### src/rtl/jtag_shift_master.sv
module jtag_shift_master #(
  parameter int          HALF = 2,
  parameter logic [4:0]  IDC5 = 5'h1E,
  parameter logic [6:0]  IDC7 = 7'h7E
) (
  input  logic        clk,
  input  logic        rst_n,
  input  logic        cmd_valid,
  input  logic [1:0]  cmd_op,
  input  logic [31:0] cmd_word,
  input  logic [5:0]  cmd_nbits,
  input  logic        cmd_msb_first,
  input  logic        cmd_no_end,
  input  logic        cmd_no_idle,
  input  logic [2:0]  core_gen,
  output logic        busy,
  output logic        done,
  output logic        err,
  output logic [31:0] result,
  output logic        tck,
  output logic        tms,
  output logic        tdi,
  input  logic        tdo
);
  localparam int CW = (HALF > 1) ? $clog2(HALF) : 1;
  localparam logic [1:0] OP_IR = 2'd0, OP_DR = 2'd1, OP_RST = 2'd2;

  typedef enum logic [1:0] {ST_IDLE, ST_PRE, ST_SHIFT, ST_POST} st_t;
  typedef enum logic [1:0] {P_IDLE, P_SHIFT, P_EXIT} pos_t;

  st_t         st;
  pos_t        pos;
  logic        ph, msb, no_end, no_idle, is_rst, chain;
  logic [CW-1:0] cnt;
  logic [5:0]  nav_v;
  logic [2:0]  nav_n;
  logic [31:0] word, cap;
  logic [5:0]  n, nm1;
  logic [4:0]  k, idx;
  logic        tick, last, fin, bad_n, cg_ok;

  function automatic logic [8:0] path(input logic ir, input pos_t p);
    case (p)
      P_IDLE:  path = ir ? {3'd4, 6'b000011} : {3'd3, 6'b000001};
      P_EXIT:  path = ir ? {3'd6, 6'b001101} : {3'd5, 6'b000101};
      default: path = 9'd0;
    endcase
  endfunction

  assign tick  = (cnt == CW'(HALF - 1));
  assign nm1   = n - 6'd1;
  assign idx   = msb ? 5'(nm1 - {1'b0, k}) : k;
  assign last  = ({1'b0, k} == nm1);
  assign bad_n = (cmd_nbits == 6'd0) || (cmd_nbits > 6'd32);
  assign cg_ok = (core_gen == 3'd1) || (core_gen == 3'd2);
  assign fin   = (st == ST_PRE && nav_n <= 3'd1 && is_rst) ||
                 (st == ST_SHIFT && last && (no_end || no_idle)) ||
                 (st == ST_POST && nav_n <= 3'd1);

  assign busy = (st != ST_IDLE);
  assign tck  = ph;
  assign tms  = (st == ST_PRE || st == ST_POST) ? nav_v[0] :
                (st == ST_SHIFT) ? (last && !no_end) : 1'b0;
  assign tdi  = (st == ST_SHIFT) ? word[idx] : 1'b0;

  always_ff @(posedge clk or negedge rst_n) begin
    if (!rst_n) begin
      st <= ST_IDLE;  pos <= P_IDLE;  ph <= 1'b0;  cnt <= '0;
      msb <= 1'b0;  no_end <= 1'b0;  no_idle <= 1'b0;  is_rst <= 1'b0;  chain <= 1'b0;
      nav_v <= '0;  nav_n <= '0;  word <= '0;  cap <= '0;  n <= '0;  k <= '0;
      done <= 1'b0;  err <= 1'b0;  result <= '0;
    end else begin
      done <= 1'b0;
      err  <= 1'b0;
      if (st == ST_IDLE) begin
        if (cmd_valid) begin
          cap <= '0;  ph <= 1'b0;  cnt <= '0;  k <= '0;  is_rst <= 1'b0;  chain <= 1'b0;
          case (cmd_op)
            OP_RST: begin
              is_rst <= 1'b1;
              nav_v  <= 6'b011111;
              nav_n  <= 3'd6;
              st     <= ST_PRE;
            end
            OP_IR, OP_DR: begin
              if (bad_n) begin
                done <= 1'b1;
                err  <= 1'b1;
              end else begin
                word    <= cmd_word;
                n       <= cmd_nbits;
                msb     <= cmd_msb_first;
                no_end  <= cmd_no_end;
                no_idle <= cmd_no_idle;
                {nav_n, nav_v} <= path(cmd_op == OP_IR, pos);
                st      <= (pos == P_SHIFT) ? ST_SHIFT : ST_PRE;
              end
            end
            default: begin
              if (!cg_ok) begin
                done <= 1'b1;
                err  <= 1'b1;
              end else begin
                chain   <= 1'b1;
                word    <= (core_gen == 3'd1) ? 32'(IDC5) : 32'(IDC7);
                n       <= (core_gen == 3'd1) ? 6'd5 : 6'd7;
                msb     <= 1'b0;
                no_end  <= 1'b0;
                no_idle <= 1'b0;
                {nav_n, nav_v} <= path(1'b1, pos);
                st      <= (pos == P_SHIFT) ? ST_SHIFT : ST_PRE;
              end
            end
          endcase
        end
      end else if (!tick) begin
        cnt <= cnt + CW'(1);
      end else begin
        cnt <= '0;
        if (!ph) begin
          ph <= 1'b1;
          if (st == ST_SHIFT) cap[idx] <= tdo;
        end else begin
          ph <= 1'b0;
          if (fin) begin
            if (chain) begin
              chain   <= 1'b0;
              word    <= '0;
              n       <= 6'd32;
              k       <= '0;
              msb     <= 1'b0;
              cap     <= '0;
              nav_v   <= 6'b000001;
              nav_n   <= 3'd3;
              pos     <= P_IDLE;
              st      <= ST_PRE;
            end else begin
              st     <= ST_IDLE;
              done   <= 1'b1;
              result <= cap;
              pos    <= is_rst ? P_IDLE : no_end ? P_SHIFT : no_idle ? P_EXIT : P_IDLE;
            end
          end else begin
            case (st)
              ST_PRE: begin
                if (nav_n > 3'd1) begin
                  nav_v <= nav_v >> 1;
                  nav_n <= nav_n - 3'd1;
                end else begin
                  st <= ST_SHIFT;
                  k  <= '0;
                end
              end
              ST_SHIFT: begin
                if (last) begin
                  st    <= ST_POST;
                  nav_v <= 6'b000001;
                  nav_n <= 3'd2;
                end else begin
                  k <= k + 5'd1;
                end
              end
              ST_POST: begin
                nav_v <= nav_v >> 1;
                nav_n <= nav_n - 3'd1;
              end
              default: ;
            endcase
          end
        end
      end
    end
  end
endmodule

### config.mk
export PLATFORM = sky130hd
export DESIGN_NAME = jtag_shift_master
export DESIGN_NICKNAME = d
export VERILOG_FILES = /design/src/rtl/jtag_shift_master.sv
export SDC_FILE = /design/constraint.sdc
export NUM_CORES = 1
export LEC_CHECK = 0
export BUFFER_PORTS_ARGS = -buffer_cell sky130_fd_sc_hd__buf_2
export CORE_MARGIN = 2
export CORE_UTILIZATION = 52
export CTS_CLUSTER_DIAMETER = 120
export CTS_CLUSTER_SIZE = 10
export DETAILED_ROUTE_END_ITERATION = 8
export PLACE_DENSITY_LB_ADDON = 0.2
export SETUP_SLACK_MARGIN = 0.3
export SKIP_CTS_REPAIR_TIMING = 1
export SYNTH_ARGS = -nofsm -noshare
export SYNTH_HDL_FRONTEND = slang
export SYNTH_SLANG_ARGS = --single-unit
### constraint.sdc
create_clock -name clk -period 3.17 [get_ports clk]
set_clock_uncertainty 0.05 [all_clocks]
set_input_delay 0.1585 -clock clk [delete_from_list [all_inputs] [get_ports clk]]
set_output_delay 0.1585 -clock clk [all_outputs]
set_load 0.01 [all_outputs]
==> impl_summary.txt <==
----------------------------------------------------
[STA]
  Min Tclk post-route ... 3.42 ns
  Final Max Slew Viols ... 0
  Setup-failing EPs final ... 108
  Unrepaired setup endpoints after global routing ... yes
  Minimum hold slack ... -0.0356 ns
  Peak Freq ... 0.292 GHz
  Worst-case setup margin in the final layout ... -0.251 ns
  Slew at the pin with the worst max-slew slack ... just under 0.8 ns
  Post-route fraction of the period consumed by the critical path ... 108%
  Normalized max-slew margin ... 47.4%
  Final hold violation count ... 3

[Detailed routing]
  Met2 Wirelength ... between 10,000 and 15,000 um
  Number of design-rule violations left by the first detailed-router iteration ... between 400 and 500
  Sum of met3 wire segment lengths after detailed routing ... 1290 um
  DR DRC count ... 0
  Post-detailed-route via-to-cell ratio ... around 5.9
  Overall via count from detail_route ... 6,141
  Pre-Repair DR Iteration Count ... 5
  WL final ... 19,800 um
  Routed length per instance ... about 19 um
  DRT met1 WL ... 7840 um
  Top metal layer carrying routed signals ... met4
  Antenna Nets Post-Route ... 0

[Pwr]
  Power share of the combinational group ... approximately 48%
  Cell internal power dissipation ... 5.33 mW
  Clk network pwr share ... 25.8%
  Peak supply drop ... 0.528 mV
  Design Power ... 8.79 mW
  Sequential cell fraction of total power ... between 20% and 30%
  Net switching power ... 3.46 mW
  Total power density per cell area ... 944 mW/mm^2
  Switching Fraction ... about two fifths
  Pleak ... 4.29 nW

[Status]
  Violated checks ... negative hold slack, negative setup slack
  Outcome ... finished with violations

[Yosys]
  Biggest area contributors in the synthesized netlist ... dfrtp_1 49%, o21ai_0 8.3%, mux2_2 6.7%
  Netlist area before placement ... 0.00656 mm^2
  Sequential cell area fraction in the yosys report ... 48.8%
  Synth warn ... 0
  Synthesized instance count ... just under 700
  Number of synthesized flops with an enable pin ... 0
  Fraction of the mapped netlist area in compound gates ... between 20% and 30%
  Total nets after synthesis ... 743
  Fraction of synthesized cell area taken by the top area cell type ... about 49%
  Simple-gate area share of the yosys netlist ... 13.2%
  Post-synthesis cell type count ... 61
  Top cell type by total area after synthesis ... dfrtp_1
  Synth Register Bits ... 128
  Dominant combinational cell family by area after synthesis ... compound AO/OA/AOI/OAI gates
  Synth Area in XOR/XNOR ... 1.20%
  Mean area per synthesized cell ... 9.63 um^2
  Adder-cell share of the synthesized area ... 2.40%
  Proportion of synthesized flip-flops having asynchronous set or reset ... 100%
  Commonest register cell after synthesis ... dfrtp_1
  Multiplexer share of the synthesized area ... approximately 10%

[Worst setup path]
  Category of the worst setup path launch point ... register
  Worst-path maximum fanout ... 8
  Data required, critical path ... between 3 and 4 ns
  Startpoint-to-endpoint class of the critical path ... reg2reg
  Signal arrival time at the worst endpoint ... 3.68 ns
  Endpoint kind of the worst setup timing path ... register

[Clock network]
  CTS tree ... done
  Total number of H-tree levels ... 4
  Clock insertion delay at the later pin of the skew report ... 0.43 ns
  Root Buffer ... clkbuf_16
  CTS clock-pin slew for the worst setup and hold paths ... 0.06 ns
  Clock sink total ... around 130
  CTS max path bufs ... 2
  Number of buffers created by CTS ... 17

[Global route]
  Maximum number of pins on one net before global-route repair ... 56
  Global router's overall resource usage ... 24.2%
  Total gr overflow ... 0
  Initial antenna violation count ... 0
  Global-route wire length before repair ... 25,600 um
  Vias in the first global route ... between 5,000 and 6,000

[Finish]
  Total area of multi-input combinational cells ... about 0.0036 mm^2
  FILL cells ... 840
  Leading cell types in the layout, fill and taps excluded ... 128 x dfrtp_1, 99 x nand2_1, 86 x buf_2
  Share of layout cells above drive strength 1 ... between 30% and 40%
  Final Non-Filler Cells ... just over 1,000
  Net count, final ... 911
  Number of antenna repair diodes ... 0
  Synthesis-to-layout area growth ... 42.0%
  Most common cell after layout, fill and taps aside ... dfrtp_1
  Sequential cell area in the final layout ... between 0.003 and 0.004 mm^2

[Die]
  Starting density of the core ... a little over half
  Horizontal extent of the die ... 116 um
  Die ar. ... ~0.014 mm^2
  Ports placed on the boundary ... 88
  Rows ... 41
  Core footprint ... about 0.012 mm^2
  Floorplan die height ... 116 um

[Placement]
  Worst slack at placement ... 0.0116 ns
  DP Wirelength ... 11,400 um
  Input/output buffers ... 87
  Dpl cells ... 939
  Weighted congestion reported at the end of routability-driven placement ... about 0.91

[Worst hold path]
  Hold/Removal Path Class ... in2reg

[Flow run]
  Number of violations of the max-capacitance limit ... 0

----------------------------------------------------
## worst max-delay path: stages, from the launching register on
cell	delay (ns)
dfrtp_1	0.42
buf_4	0.16
or3_4	0.36
xnor2_4	0.15
ha_4	0.29
nand4_1	0.13
nor2_1	0.10
or4b_4	0.54
and2_4	0.23
nor3_4	0.21
buf_12	0.17
clkbuf_16	0.16
mux2_2	0.34
## power by group through the flow
stage	Sequential, mW	Clock (mW)	Combinational, mW
global route	2.35	2.36	4.51
floorplan	2.19	0	2.15
global placement	2.26	0	2.90
detailed placement	2.28	0	2.99
CTS	2.26	2.27	3.01
finish	2.31	2.27	4.21
## synth_stat cells, types with 4 or more instances
cell      number
mux2_2        39
nor3_1        12
o31ai_1        7
buf_6          4
nand2b_1       6
xnor2_1        5
o21ai_0      109
xor2_1         4
a22o_1         4
inv_1         20
a22oi_1        5
a21boi_0       4
clkbuf_1      29
a21oi_1       39
nand3_1       11
nor2_1        31
a211o_1        7
nand2_1      104
a31oi_1       12
a211oi_1       6
nor4_1         4
mux2i_1       15
ha_1          11
a21o_1         6
dfrtp_1      128
## layer usage
metal / vias to the layer above / track usage [%]
met3: 57 / 6.02
met4: 0 / 8.33
met5: - / 0
li1: 2801 / -
met2: 281 / 39.4
met1: 3002 / 31.9
## state kept, by name, indices dropped and copies added (netlist names), 2 cells and up
| register | count |
|---|---|
| cap | 32 |
| result | 32 |
| word | 32 |
| n | 6 |
| k | 5 |
| nav_v | 5 |
| nav_n | 3 |
| pos | 2 |
| st | 2 |
## worst paths after layout
check                                  from                endpoint  slack [ns]  cells past startpoint
setup reg to reg           n[0]$_DFFE_PN0P_  result[13]$_DFFE_PN0P_       -0.25                     12
hold / removal                  cmd_word[3]     word[3]$_DFFE_PN0P_       -0.04                      3
min in group asynchronous             rst_n      pos[0]$_DFFE_PN0P_        0.25                      2
hold reg to reg             cnt$_DFFE_PN0N_         cnt$_DFFE_PN0N_        0.43                      1
setup / recovery           n[0]$_DFFE_PN0P_  result[13]$_DFFE_PN0P_       -0.25                     12
max in group asynchronous             rst_n   result[9]$_DFFE_PN0P_        2.03                      3
## cells by family (layout without fill, tap and decap cells)
kind of cell | Yosys count | in the layout
simple gates | 190 | 190
flops | 128 | 128
mux | 58 | 58
xor+xnor | 9 | 9
fa+ha+maj | 12 | 12
buf+inv | 58 | 239
compound gates | 226 | 226
## per-stage QoR
stage	TNS, ns	area (um^2)	utilization, %
4_1_cts	-0.397	8080	64.8
3_5_place_dp	0	7400	59.4
2_1_floorplan	0	6590	-
3_3_place_gp	0	7400	59.4
5_1_grt	-25.63	9310	74.7
6_report	-14.23	9310	74.7
## area by class of cell
class                           instances  share of cell area [%]
Timing Repair Buffer                  186                    16.7
Clock buffer                           20                    4.69
Tap cell                              172                    2.31
Clock inverter                         12                    2.55
Multi-Input combinational cell        495                    38.5
Inverter                               21                   0.846
Sequential cell                       128                    34.4
(Power assumes the default switching activity.)
